## src/rtl/sdrc_pkg.sv

```systemverilog
`timescale 1ns/1ps
package sdrc_pkg;
    localparam int BANK_W = 2;
    localparam int ROW_W  = 12;
    localparam int COL_W  = 9;
    localparam int DQ_W   = 8;
    localparam int ADDR_W = BANK_W + ROW_W + COL_W;

    localparam int T_RCD_NS  = 20;
    localparam int T_RP_NS   = 20;
    localparam int T_RAS_NS  = 45;
    localparam int T_RC_NS   = 65;
    localparam int T_RFC_NS  = 65;
    localparam int T_MRD_CYC = 2;

    // {cs_n, ras_n, cas_n, we_n}
    typedef enum logic [3:0] {
        CMD_MRS   = 4'b0000,
        CMD_REF   = 4'b0001,
        CMD_PRE   = 4'b0010,
        CMD_ACT   = 4'b0011,
        CMD_WR    = 4'b0100,
        CMD_RD    = 4'b0101,
        CMD_BST   = 4'b0110,
        CMD_NOP   = 4'b0111,
        CMD_DESEL = 4'b1111
    } sd_cmd_e;

    typedef enum logic [3:0] {
        ST_PWR, ST_INIT_PRE, ST_INIT_REF1, ST_INIT_REF2, ST_INIT_MRS,
        ST_IDLE, ST_ACT, ST_RW, ST_PRE, ST_REF, ST_WAIT
    } seq_st_e;

    typedef struct packed {
        logic              we;
        logic [BANK_W-1:0] bank;
        logic [ROW_W-1:0]  row;
        logic [COL_W-1:0]  col;
        logic [DQ_W-1:0]   wdata;
    } host_xfer_t;

    typedef struct packed {
        sd_cmd_e           cmd;
        logic [BANK_W-1:0] ba;
        logic [ROW_W-1:0]  a;
        logic              oe;
        logic [DQ_W-1:0]   dout;
    } pin_bus_t;

    function automatic int ns_to_cyc(input int ns, input int period_ps);
        return (ns * 1000 + period_ps - 1) / period_ps;
    endfunction

    function automatic int max2(input int x, input int y);
        return (x > y) ? x : y;
    endfunction

    function automatic logic [ROW_W-1:0] mode_word(input int cas_lat);
        logic [ROW_W-1:0] m;
        m      = '0;
        m[2:0] = 3'b000;          // one beat per access
        m[3]   = 1'b0;            // sequential ordering
        m[6:4] = 3'(cas_lat);     // read latency
        m[9]   = 1'b1;            // writes touch one location
        return m;
    endfunction
endpackage

```

## src/rtl/sdrc_wait_cnt.sv

```systemverilog
`timescale 1ns/1ps
module sdrc_wait_cnt #(
    parameter int W       = 8,
    parameter int RST_VAL = 1
) (
    input  logic         clk,
    input  logic         rst,
    input  logic         load,
    input  logic [W-1:0] load_val,
    output logic         done
);
    logic [W-1:0] cnt;

    always_ff @(posedge clk) begin
        if (rst)               cnt <= W'(RST_VAL);
        else if (load)         cnt <= load_val;
        else if (cnt != '0)    cnt <= cnt - 1'b1;
    end

    assign done = (cnt <= W'(1));
endmodule

```

## src/rtl/sdrc_ref_timer.sv

```systemverilog
`timescale 1ns/1ps
module sdrc_ref_timer #(
    parameter int INTERVAL = 2048
) (
    input  logic clk,
    input  logic rst,
    input  logic clr,
    output logic pend
);
    localparam int CW = $clog2(INTERVAL);

    logic [CW-1:0] cnt;
    logic          tick;

    assign tick = (cnt == CW'(INTERVAL - 1));

    always_ff @(posedge clk) begin
        if (rst) begin
            cnt  <= '0;
            pend <= 1'b0;
        end else begin
            cnt <= tick ? '0 : cnt + 1'b1;
            if (tick)     pend <= 1'b1;
            else if (clr) pend <= 1'b0;
        end
    end
endmodule

```

## src/rtl/sdrc_rd_capture.sv

```systemverilog
`timescale 1ns/1ps
module sdrc_rd_capture #(
    parameter int CL = 3,
    parameter int DW = 8
) (
    input  logic          clk,
    input  logic          rst,
    input  logic          rd_on_bus,
    input  logic [DW-1:0] dq_in,
    output logic [DW-1:0] rdata,
    output logic          rvalid
);
    logic [CL-1:0] pipe;

    always_ff @(posedge clk) begin
        if (rst) begin
            pipe   <= '0;
            rvalid <= 1'b0;
            rdata  <= '0;
        end else begin
            pipe   <= {pipe[CL-2:0], rd_on_bus};
            rvalid <= pipe[CL-1];
            if (pipe[CL-1]) rdata <= dq_in;
        end
    end
endmodule

```

## src/rtl/sdrc_ctrl.sv

```systemverilog
`timescale 1ns/1ps
module sdrc_ctrl
    import sdrc_pkg::*;
#(
    parameter int CLK_PS       = 7500,
    parameter int POWERUP_CYC  = 26667,
    parameter int REF_INTERVAL = 2048,
    parameter int CAS_LAT      = 3
) (
    input  logic                 clk,
    input  logic                 rst,
    input  logic                 host_req,
    input  logic                 host_we,
    input  logic [ADDR_W-1:0]    host_addr,
    input  logic [DQ_W-1:0]      host_wdata,
    output logic                 host_ack,
    output logic [DQ_W-1:0]      host_rdata,
    output logic                 host_rvalid,
    output logic                 sd_cke,
    output logic                 sd_cs_n,
    output logic                 sd_ras_n,
    output logic                 sd_cas_n,
    output logic                 sd_we_n,
    output logic [BANK_W-1:0]    sd_ba,
    output logic [ROW_W-1:0]     sd_a,
    output logic                 sd_dqm,
    output logic [DQ_W-1:0]      sd_dq_out,
    output logic                 sd_dq_oe,
    input  logic [DQ_W-1:0]      sd_dq_in
);
    localparam int TRCD     = ns_to_cyc(T_RCD_NS, CLK_PS);
    localparam int TRP      = ns_to_cyc(T_RP_NS,  CLK_PS);
    localparam int TRAS     = ns_to_cyc(T_RAS_NS, CLK_PS);
    localparam int TRC      = ns_to_cyc(T_RC_NS,  CLK_PS);
    localparam int TRFC     = ns_to_cyc(T_RFC_NS, CLK_PS);
    localparam int T_RW_PRE = max2(max2(TRAS - TRCD, TRC - TRCD - TRP - 1), 2);
    localparam int T_MAX    = max2(max2(POWERUP_CYC, TRFC), max2(T_RW_PRE, TRP));
    localparam int CNT_W    = $clog2(T_MAX + 1);

    seq_st_e          st, st_nx, ret, ret_nx;
    host_xfer_t       cur;
    pin_bus_t         pins, nx;
    logic             ld, w_done, accept, ref_pend, ref_clr, init_done;
    logic [CNT_W-1:0] ld_val;

    sdrc_wait_cnt #(.W(CNT_W), .RST_VAL(POWERUP_CYC)) u_wait (
        .clk(clk), .rst(rst), .load(ld), .load_val(ld_val), .done(w_done)
    );

    sdrc_ref_timer #(.INTERVAL(REF_INTERVAL)) u_ref (
        .clk(clk), .rst(rst), .clr(ref_clr), .pend(ref_pend)
    );

    sdrc_rd_capture #(.CL(CAS_LAT), .DW(DQ_W)) u_rd (
        .clk(clk), .rst(rst), .rd_on_bus(pins.cmd == CMD_RD),
        .dq_in(sd_dq_in), .rdata(host_rdata), .rvalid(host_rvalid)
    );

    always_comb begin
        nx      = '{cmd: CMD_NOP, ba: '0, a: '0, oe: 1'b0, dout: cur.wdata};
        st_nx   = st;
        ret_nx  = ret;
        ld      = 1'b0;
        ld_val  = '0;
        accept  = 1'b0;
        ref_clr = 1'b0;
        case (st)
            ST_PWR: if (w_done) st_nx = ST_INIT_PRE;
            ST_INIT_PRE: begin
                nx.cmd = CMD_PRE; nx.a[10] = 1'b1;
                ld = 1'b1; ld_val = CNT_W'(TRP - 1);
                ret_nx = ST_INIT_REF1; st_nx = ST_WAIT;
            end
            ST_INIT_REF1: begin
                nx.cmd = CMD_REF;
                ld = 1'b1; ld_val = CNT_W'(TRFC - 1);
                ret_nx = ST_INIT_REF2; st_nx = ST_WAIT;
            end
            ST_INIT_REF2: begin
                nx.cmd = CMD_REF;
                ld = 1'b1; ld_val = CNT_W'(TRFC - 1);
                ret_nx = ST_INIT_MRS; st_nx = ST_WAIT;
            end
            ST_INIT_MRS: begin
                nx.cmd = CMD_MRS; nx.a = mode_word(CAS_LAT);
                ld = 1'b1; ld_val = CNT_W'(T_MRD_CYC - 1);
                ret_nx = ST_IDLE; st_nx = ST_WAIT;
            end
            ST_IDLE: begin
                if (ref_pend)      st_nx = ST_REF;
                else if (host_req) begin accept = 1'b1; st_nx = ST_ACT; end
            end
            ST_ACT: begin
                nx.cmd = CMD_ACT; nx.ba = cur.bank; nx.a = cur.row;
                ld = 1'b1; ld_val = CNT_W'(TRCD - 1);
                ret_nx = ST_RW; st_nx = ST_WAIT;
            end
            ST_RW: begin
                nx.cmd = cur.we ? CMD_WR : CMD_RD;
                nx.ba = cur.bank; nx.a[COL_W-1:0] = cur.col; nx.oe = cur.we;
                ld = 1'b1; ld_val = CNT_W'(T_RW_PRE - 1);
                ret_nx = ST_PRE; st_nx = ST_WAIT;
            end
            ST_PRE: begin
                nx.cmd = CMD_PRE; nx.ba = cur.bank;
                ld = 1'b1; ld_val = CNT_W'(TRP - 1);
                ret_nx = ST_IDLE; st_nx = ST_WAIT;
            end
            ST_REF: begin
                nx.cmd = CMD_REF; ref_clr = 1'b1;
                ld = 1'b1; ld_val = CNT_W'(TRFC - 1);
                ret_nx = ST_IDLE; st_nx = ST_WAIT;
            end
            ST_WAIT: if (w_done) st_nx = ret;
            default: st_nx = ST_IDLE;
        endcase
    end

    always_ff @(posedge clk) begin
        if (rst) begin
            st        <= ST_PWR;
            ret       <= ST_IDLE;
            cur       <= '0;
            pins      <= '{cmd: CMD_DESEL, ba: '0, a: '0, oe: 1'b0, dout: '0};
            sd_cke    <= 1'b0;
            sd_dqm    <= 1'b1;
            host_ack  <= 1'b0;
            init_done <= 1'b0;
        end else begin
            st       <= st_nx;
            ret      <= ret_nx;
            pins     <= nx;
            sd_cke   <= 1'b1;
            host_ack <= accept;
            sd_dqm   <= ~init_done;
            if (st == ST_INIT_MRS) init_done <= 1'b1;
            if (accept) begin
                cur.we    <= host_we;
                cur.bank  <= host_addr[ADDR_W-1 -: BANK_W];
                cur.row   <= host_addr[COL_W +: ROW_W];
                cur.col   <= host_addr[COL_W-1:0];
                cur.wdata <= host_wdata;
            end
        end
    end

    assign {sd_cs_n, sd_ras_n, sd_cas_n, sd_we_n} = pins.cmd;
    assign sd_ba     = pins.ba;
    assign sd_a      = pins.a;
    assign sd_dq_oe  = pins.oe;
    assign sd_dq_out = pins.dout;
endmodule

```

## config.mk

```make
export PLATFORM = sky130hd
export DESIGN_NAME = sdrc_ctrl
export DESIGN_NICKNAME = d
export VERILOG_FILES = /design/src/rtl/sdrc_pkg.sv /design/src/rtl/sdrc_wait_cnt.sv /design/src/rtl/sdrc_ref_timer.sv /design/src/rtl/sdrc_rd_capture.sv /design/src/rtl/sdrc_ctrl.sv
export SDC_FILE = /design/constraint.sdc
export NUM_CORES = 1
export LEC_CHECK = 0
export BUFFER_PORTS_ARGS = -buffer_cell sky130_fd_sc_hd__clkbuf_2
export CAP_MARGIN = 10
export CORE_ASPECT_RATIO = 1.5
export CORE_MARGIN = 2
export CORE_UTILIZATION = 45
export CTS_CLUSTER_SIZE = 10
export DETAILED_ROUTE_END_ITERATION = 10
export HOLD_SLACK_MARGIN = 0.02
export PLACE_DENSITY = 0.76
export SYNTH_ARGS = -nofsm -noshare
export SYNTH_HDL_FRONTEND = slang
export SYNTH_SLANG_ARGS = --single-unit
```

## constraint.sdc

```tcl
create_clock -name clk -period 2.55 [get_ports clk]
set_input_delay 0.1275 -clock clk [delete_from_list [all_inputs] [get_ports clk]]
set_output_delay 0.1275 -clock clk [all_outputs]
set_load 0.005 [all_outputs]
```

==> load_flow_metrics.sql, run 1 <==
INSERT INTO impl_metrics (metric_group, metric, value, unit) VALUES
('synthesis', 'synth_async_sr_flop_share', '0', ''),
('pwr', 'power.ir.vdd_worst', '0.422', 'mV'),
('layout', 'design.final.nets', '645', ''),
('timing', 'timing.final.max_slew_violations', '0', ''),
('synthesis', 'yosys_warnings', '0', ''),
('pwr', 'p_leak', '0.00212', 'µW'),
('synthesis', 'synthFlopType', 'sky130_fd_sc_hd__dfxtp_1', ''),
('layout', 'area_occupied_by_multi_input_gates', '0.00196', 'mm²'),
('worst_setup_path', 'reg2regPathDepth', '4', ''),
('worst_setup_path', 'critPathBufInv', '0', ''),
('worst_setup_path', 'reg2reg_slack', '460', 'ps'),
('worst_hold_path', 'hold_wc_path_type', 'input port to register', ''),
('clocking', 'postCtsSetupBuffers', '0', ''),
('die', 'number_of_top_level_pins', '82', ''),
('placed_design', 'port_buffers', '81', ''),
('routing', 'post_drt_via_cell_ratio', '5.34', ''),
('worst_setup_path', 'setup.worst_path.class', 'register to register', ''),
('layout', 'antenna_diode_instance_count', '0', ''),
('worst_setup_path', 'arrival', '2360', 'ps'),
('clocking', 'cts_max_level', '3', ''),
('grt', 'grt_overflow_total', '0', ''),
('die', 'core_area', '0.00952', 'mm²'),
('worst_setup_path', 'critical_path_s_slowest_cell', 'sky130_fd_sc_hd__and4_1', ''),
('synthesis', 'syn_inst', '495', ''),
('layout', 'final-seq-area', '0.00220', 'mm²'),
('timing', 'worst_clock_skew', '9.48', 'ps'),
('synthesis', 'syn-cell-area', '0.00435', 'mm²'),
('timing', 'finalCritPeriodShare', '0.819', ''),
('synthesis', 'synth_enable_flop_cells', '0', ''),
('routing', 'drt_wl_total', '10.0', 'mm'),
('placed_design', 'dp_hpwl', '6.73', 'mm'),
('clocking', 'cts-root-buf', 'sky130_fd_sc_hd__clkbuf_16', ''),
('routing', 'wl_per_cell', '14.0', 'µm'),
('timing', 'timing_hold_violations_final', '0', ''),
('layout', 'filler_cell_count', '823', ''),
('layout', 'final_util', '0.575', ''),
('synthesis', 'postSynthRegisterBits', '110', ''),
('worst_setup_path', 'timing.critical_path.to_type', 'register', ''),
('die', 'number_of_cell_rows', '44', ''),
('worst_setup_path', 'r2r-start', 'st[1]$_SDFFE_PP0P_', ''),
('timing', 'rsz0062_at_grt', 'false', ''),
('worst_setup_path', 'timing.critical_path.from', 'st[1]$_SDFFE_PP0P_', ''),
('routing', 'detailroute.via_count', '3843', ''),
('worst_setup_path', 'worstPathRequired', '2820', 'ps'),
('grt', 'maximum_number_of_pins_on_one_net_before_global_route_repair', '49', ''),
('timing', 'max_clk_rate', '479', 'MHz'),
('worst_setup_path', 'path_cells', 'nor2b_1 > and4_1 > nand2_1 > a21oi_1', ''),
('routing', 'detailedRoute.firstPassIterationCount', '4', ''),
('status', 'outcome', 'finished clean', ''),
('synthesis', 'postSynthNetCount', '541', ''),
('die', 'die_h', '124', 'µm'),
('synthesis', 'portion_of_the_post_synthesis_area_used_by_sequential_elements', '0.506', ''),
('grt', 'vias_in_the_first_global_route', '3675', ''),
('synthesis', 'syn_area_per_cell', '8.79', 'µm²'),
('grt', 'grt.total_usage', '0.195', ''),
('timing', 'slew_headroom', '0.248', ''),
('worst_setup_path', 'cp_top_family', 'simple AND/OR/NAND/NOR gates', ''),
('layout', 'layout_cells_sized_above_1', '0.189', ''),
('clocking', 'worstSkewPairLatency', '350', 'ps'),
('grt', 'grt_first_pass_wirelength', '16.7', 'mm'),
('worst_setup_path', 'worst_setup_path_start_kind', 'register', ''),
('timing', 'max_slew.worst_pin.slew', '1130', 'ps'),
('layout', 'syn_to_final_growth', '25.9', '%'),
('routing', 'drt_first_iter_violations', '161', ''),
('clocking', 'path_clk_slew', '70', 'ps'),
('worst_setup_path', 'crit_cells', '4', ''),
('flow_run', 'timing.max_cap.violations', '0', ''),
('routing', 'final_antenna_net_count', '0', ''),
('die', 'die_area', '0.0105', 'mm²'),
('synthesis', 'yosys.cell_types.count', '53', ''),
('worst_setup_path', 'reg2reg_to', 'cur[12]$_SDFFE_PP0P_', '');
## layout by cell type, fill, tap and decap left out, types with 6 or more instances in the layout
cell                              n
sky130_fd_sc_hd__mux2i_1         16
sky130_fd_sc_hd__nand3_1         12
sky130_fd_sc_hd__nand2_1         82
sky130_fd_sc_hd__and3_1           6
sky130_fd_sc_hd__a21oi_1         55
sky130_fd_sc_hd__dlygate4sd3_1   35
sky130_fd_sc_hd__dfxtp_1        110
sky130_fd_sc_hd__clkbuf_16        9
sky130_fd_sc_hd__clkbuf_2        81
sky130_fd_sc_hd__buf_4            8
sky130_fd_sc_hd__xnor2_1          6
sky130_fd_sc_hd__o21ai_0         20
sky130_fd_sc_hd__or3_1            6
sky130_fd_sc_hd__inv_1            8
sky130_fd_sc_hd__nor2b_1         19
sky130_fd_sc_hd__xor2_1           7
sky130_fd_sc_hd__nor4_1           6
sky130_fd_sc_hd__nor2_1          42
## sequential cells by signal, summed over array words and instances, names as in the netlist
name,cells
u_rd.pipe,3
u_rd.rvalid,1
sd_cke,1
init_done,1
st,4
u_ref.cnt,11
sd_dq_oe,1
host_ack,1
sd_dq_out,8
u_ref.pend,1
ret,4
sd_a,12
cur,32
sd_cs_n,1
sd_ba,2
sd_dqm,1
sd_cas_n,1
u_wait.cnt,15
u_rd.rdata,8
sd_ras_n,1
sd_we_n,1
## power by group
group          internal [µW]  leakage (µW)  switching [µW]
clock                    799      0.000152             627
sequential              1730      0.000888            11.1
combinational           77.0       0.00108            58.3
## metal layers
metal | vias up | GRT usage | wire, µm
met1 | 1778 | 0.214 | 3950
li1 | 1924 | - | -
met3 | 30 | 0.0451 | 546
met5 | - | 0 | 0
met4 | 0 | 0.102 | 331
met2 | 111 | 0.345 | 5210
## cells in the mapped netlist (2+ instances only)
| cell | instances | area (µm²) |
|---|---|---|
| sky130_fd_sc_hd__dfxtp_1 | 110 | 2200 |
| sky130_fd_sc_hd__nand2_1 | 82 | 308 |
| sky130_fd_sc_hd__a21oi_1 | 55 | 275 |
| sky130_fd_sc_hd__nor2_1 | 42 | 158 |
| sky130_fd_sc_hd__clkbuf_1 | 25 | 93.8 |
| sky130_fd_sc_hd__o21ai_0 | 20 | 100 |
| sky130_fd_sc_hd__nor2b_1 | 19 | 119 |
| sky130_fd_sc_hd__mux2i_1 | 16 | 160 |
| sky130_fd_sc_hd__nand3_1 | 12 | 60.1 |
| sky130_fd_sc_hd__inv_1 | 8 | 30.0 |
| sky130_fd_sc_hd__xor2_1 | 7 | 61.3 |
| sky130_fd_sc_hd__and3_1 | 6 | 37.5 |
| sky130_fd_sc_hd__nor4_1 | 6 | 37.5 |
| sky130_fd_sc_hd__or3_1 | 6 | 37.5 |
| sky130_fd_sc_hd__xnor2_1 | 6 | 52.6 |
| sky130_fd_sc_hd__and4_1 | 5 | 43.8 |
| sky130_fd_sc_hd__buf_1 | 5 | 18.8 |
| sky130_fd_sc_hd__nand4_1 | 5 | 31.3 |
| sky130_fd_sc_hd__nor3b_1 | 5 | 37.5 |
| sky130_fd_sc_hd__a31oi_1 | 4 | 25.0 |
| sky130_fd_sc_hd__nor3_1 | 4 | 20.0 |
| sky130_fd_sc_hd__ha_1 | 3 | 37.5 |
| sky130_fd_sc_hd__o311ai_0 | 3 | 26.3 |
| sky130_fd_sc_hd__or4_1 | 3 | 22.5 |
| sky130_fd_sc_hd__a211oi_1 | 2 | 15.0 |
| sky130_fd_sc_hd__a21o_1 | 2 | 15.0 |
| sky130_fd_sc_hd__nand3b_1 | 2 | 15.0 |
| sky130_fd_sc_hd__o2111a_1 | 2 | 22.5 |
| sky130_fd_sc_hd__o2111ai_1 | 2 | 17.5 |
| sky130_fd_sc_hd__o211ai_1 | 2 | 15.0 |
| sky130_fd_sc_hd__o311ai_1 | 2 | 17.5 |
| sky130_fd_sc_hd__o31ai_1 | 2 | 15.0 |
| sky130_fd_sc_hd__or4_4 | 2 | 22.5 |
## worst min path at each step
| stage | endpoint | slack (ps) | cells past startpoint | from |
|---|---|---|---|---|
| floorplan | sd_cs_n$_SDFF_PP1_ | 160 | 0 | rst |
| global placement | cur[25]$_SDFFE_PP0P_ | 350 | 3 | host_addr[17] |
| detailed placement | cur[16]$_SDFFE_PP0P_ | 360 | 3 | host_addr[8] |
| CTS | u_rd.rdata[5]$_SDFFE_PP0P_ | 20 | 3 | sd_dq_in[5] |
| global route | cur[12]$_SDFFE_PP0P_ | 20 | 3 | host_addr[4] |
| finish | u_rd.rdata[5]$_SDFFE_PP0P_ | 30 | 3 | sd_dq_in[5] |
## cell type report
class	count	area share
flip-flops and latches	110	0.402
multi-input cells	345	0.358
repair buffers	125	0.153
clock buffers	11	0.0443
well taps	115	0.0263
clock inverters	5	0.0117
inverters	8	0.00548
## worst min-delay path: stages
cell	delay, ps
sky130_fd_sc_hd__clkbuf_2	70
sky130_fd_sc_hd__mux2i_1	60
sky130_fd_sc_hd__nor2_1	80
## metrics by stage
| stage | cell area [µm²] | hold slack (ps) | power (µW) | setup WS [ps] | std cells |
|---|---|---|---|---|---|
| 2_1_floorplan | 4350 | 155 | 1830 | 540 | 495 |
| 3_3_place_gp | 4820 | 352 | 1870 | 511 | 668 |
| 3_5_place_dp | 4820 | 355 | 1870 | 495 | 668 |
| 4_1_cts | 5480 | 21.8 | 3330 | 479 | 719 |
| 5_1_grt | 5480 | 24.5 | 3420 | 294 | 719 |
| 6_report | 5480 | 32.8 | 3300 | 463 | 719 |
## cells by family (layout without fill, tap and decap cells)
kind of cell / after synthesis / in the layout / synth area share
simple gates: 208 / 208 / 0.235
flops: 110 / 110 / 0.506
compound gates: 104 / 104 / 0.141
buf+inv: 40 / 149 / 0.0434
mux: 17 / 17 / 0.0394
xor+xnor: 13 / 13 / 0.0262
fa+ha+maj: 3 / 3 / 0.00863
## repair_timing
action	4_1_cts	5_1_grt
endpoints found under the hold margin	35	0
gates resized for setup	0	0
hold buffers	35	0
Note: power is estimated with default switching activity, not from simulation.
==> inputs of run 2 (changes only) <==
- PLACE_DENSITY: 0.76 -> 0.79
- clock period: 2.55 -> 1.8 ns (I/O delays scaled with it)
==> run 2 against run 1 <==
Effect of this change:
- the run now ends with negative setup slack left
- first-iteration DRC count up 20%
- critical path depth stayed put
- via count grew 5.9%
- sequential share of layout area shrank 2.8 points
- setup slack worse by 660 ps
- sequential power up 41%
- core utilization up 4.4 points
- clock power up 37%
- count of clock-buffer cells in the layout fell by 2
- critical endpoint is now u_wait.cnt[11]$_SDFFE_PP1P_
==> load_flow_metrics.sql, run 2 (synthesis results as in run 1) <==
INSERT INTO impl_metrics (metric_group, metric, value, unit) VALUES
('status', 'outcome', 'complete, but fails checks', ''),
('status', 'failed_checks', 'negative setup slack', ''),
('placed_design', 'dp_hpwl', '7.23', 'mm'),
('timing', 'setup_viols_final', '10', ''),
('routing', 'drt_wl_total', '11.5', 'mm'),
('clocking', 'cts-root-buf', 'sky130_fd_sc_hd__clkbuf_16', ''),
('layout', 'design.final.nets', '679', ''),
('clocking', 'cts_max_level', '3', ''),
('routing', 'detailroute.via_count', '4069', ''),
('timing', 'timing_hold_violations_final', '0', ''),
('grt', 'grt_first_pass_wirelength', '19.1', 'mm'),
('pwr', 'swShare', '0.233', ''),
('layout', 'largest_register_ff_count', '32', ''),
('worst_setup_path', 'arrival', '2260', 'ps'),
('worst_setup_path', 'cp_max_fo', '5', ''),
('layout', 'post-route-cell-area', '0.00589', 'mm²'),
('worst_setup_path', 'timing.critical_path.to_type', 'register', ''),
('routing', 'drc', '0', ''),
('die', 'floorplan.die.width', '84.3', 'µm'),
('placed_design', 'port_buffers', '81', ''),
('routing', 'detailedRoute.firstPassIterationCount', '5', ''),
('grt', 'vias_in_the_first_global_route', '4201', ''),
('layout', 'max_flop_register', 'cur', ''),
('pwr', 'switching_power', '1090', 'µW'),
('clocking', 'cts_made_buffers', '9', ''),
('timing', 'finalCritPeriodShare', '1.11', ''),
('die', 'number_of_top_level_pins', '82', ''),
('pwr', 'p_seq_frac', '0.529', ''),
('grt', 'maximum_number_of_pins_on_one_net_before_global_route_repair', '61', ''),
('timing', 'slew_headroom', '0.689', ''),
('timing', 'setup_ws', '-199', 'ps'),
('placed_design', 'gpl.final_weighted_congestion', '0.897', ''),
('layout', 'layout_cells_sized_above_1', '0.255', ''),
('routing', 'drt_first_iter_violations', '194', ''),
('timing', 'max_slew.worst_pin.slew', '466', 'ps'),
('pwr', 'p_leak', '0.00231', 'µW'),
('flow_run', 'timing.max_cap.violations', '0', ''),
('pwr', 'power.share.clock', '0.420', ''),
('timing', 'timing.final.max_slew_violations', '0', ''),
('pwr', 'fin_total_pwr', '4660', 'µW'),
('grt', 'antenna_found_initial', '0', ''),
('pwr', 'p_comb_frac', '0.051', ''),
('die', 'number_of_cell_rows', '44', ''),
('layout', 'most_frequent_standard_cell_in_the_layout_excluding_fill_and_tap_cells', 'sky130_fd_sc_hd__dfxtp_1', ''),
('timing', 'post-route-min-period', '2000', 'ps'),
('timing', 'max_clk_rate', '500', 'MHz'),
('grt', 'grt_overflow_total', '0', ''),
('timing', 'rsz0062_at_grt', 'true', ''),
('pwr', 'power_density', '790', 'mW/mm²'),
('clocking', 'cts.sink_count', '110', ''),
('die', 'die_area', '0.0105', 'mm²'),
('grt', 'grt.total_usage', '0.223', ''),
('timing', 'fin_worst_hold_slack', '223', 'ps'),
('layout', 'syn_to_final_growth', '35.5', '%'),
('die', 'start_util', '0.457', ''),
('pwr', 'p_int', '3570', 'µW'),
('clocking', 'clock_path_buffers', '2', ''),
('routing', 'wl_per_cell', '15.2', 'µm'),
('worst_hold_path', 'hold_wc_path_type', 'input port to register', ''),
('pwr', 'power.ir.vdd_worst', '0.692', 'mV'),
('routing', 'final_antenna_net_count', '0', ''),
('timing', 'worst_clock_skew', '7.22', 'ps'),
('routing', 'post_drt_via_cell_ratio', '5.40', ''),
('layout', 'final_cell_mix', 'sky130_fd_sc_hd__dfxtp_1 (107), sky130_fd_sc_hd__nand2_1 (82), sky130_fd_sc_hd__clkbuf_2 (81), sky130_fd_sc_hd__a21oi_1 (55), sky130_fd_sc_hd__nor2_1 (42)', ''),
('clocking', 'path_clk_slew', '70', 'ps'),
('die', 'core_area', '0.00952', 'mm²'),
('placed_design', 'placement.cell_area', '0.00503', 'mm²'),
('clocking', 'worstSkewPairLatency', '350', 'ps'),
('layout', 'antenna_diode_instance_count', '0', ''),
('worst_setup_path', 'setup.worst_path.class', 'register to register', ''),
('die', 'die_h', '124', 'µm'),
('worst_setup_path', 'worst_setup_path_start_kind', 'register', ''),
('worst_setup_path', 'worstPathRequired', '2060', 'ps'),
('layout', 'final_util', '0.619', ''),
('clocking', 'cts_tree', 'done', '');
-- run 2: layout make-up --
class	instances	area (µm²)
clock buffers	9	225
flip-flops and latches	110	2210
multi-input cells	345	2070
fillers	756	3630
repair buffers	159	1140
inverters	8	32.5
well taps	115	144
clock inverters	7	77.6
-- run 2: worst max-delay path, stage by stage (launching register included) --
cell and delay, ps:
sky130_fd_sc_hd__dfxtp_2 320, sky130_fd_sc_hd__or4_4 530, sky130_fd_sc_hd__or4_4 460, sky130_fd_sc_hd__or3_4 380, sky130_fd_sc_hd__o311ai_2 220
-- run 2: stage by stage --
step | setup WS [ps] | setup TNS [ps] | cells
after floorplan | -151 | -814 | 495
after global placement | -148 | -769 | 692
after global routing | -236 | -1840 | 753
after detailed placement | -220 | -1390 | 692
final | -199 | -1100 | 753
after CTS | -199 | -1310 | 753
-- run 2: path summary, 6_finish.rpt --
kind                               from                          end  slack [ps]  cells after the start
max          u_wait.cnt[0]$_SDFFE_PP1P_  u_wait.cnt[11]$_SDFFE_PP1P_        -200                      4
min                                 rst          ret[3]$_SDFFE_PP0P_         220                      2
max reg2reg  u_wait.cnt[0]$_SDFFE_PP1P_  u_wait.cnt[11]$_SDFFE_PP1P_        -200                      4
min reg2reg      init_done$_SDFFE_PP0P_            sd_dqm$_SDFF_PP1_         410                      1
-- run 2: layer usage --
metal | track usage | wire [µm] | vias up
met5 | 0 | 0 | -
met4 | 0.0996 | 306 | 0
met3 | 0.0583 | 480 | 26
met2 | 0.407 | 6240 | 101
met1 | 0.237 | 4430 | 1949
li1 | - | - | 1993
-- run 2: timing repair --
| action | in CTS | in global routing |
|---|---|---|
| hold endpoints to repair | 40 | 0 |
| setup buffers | 5 | 0 |
| pin swaps | 6 | 6 |
| hold buffers | 40 | 0 |
| resized for setup | 20 | 9 |
| setup endpoints to repair | 12 | 30 |
-- run 2: power groups by stage --
stage	sequential (µW)	combinational, µW	clock (µW)
2_1_floorplan	2520	71.9	0
3_3_place_gp	2520	148	0
3_5_place_dp	2520	152	0
4_1_cts	2460	232	2000
5_1_grt	2460	258	2080
6_report	2460	238	1960
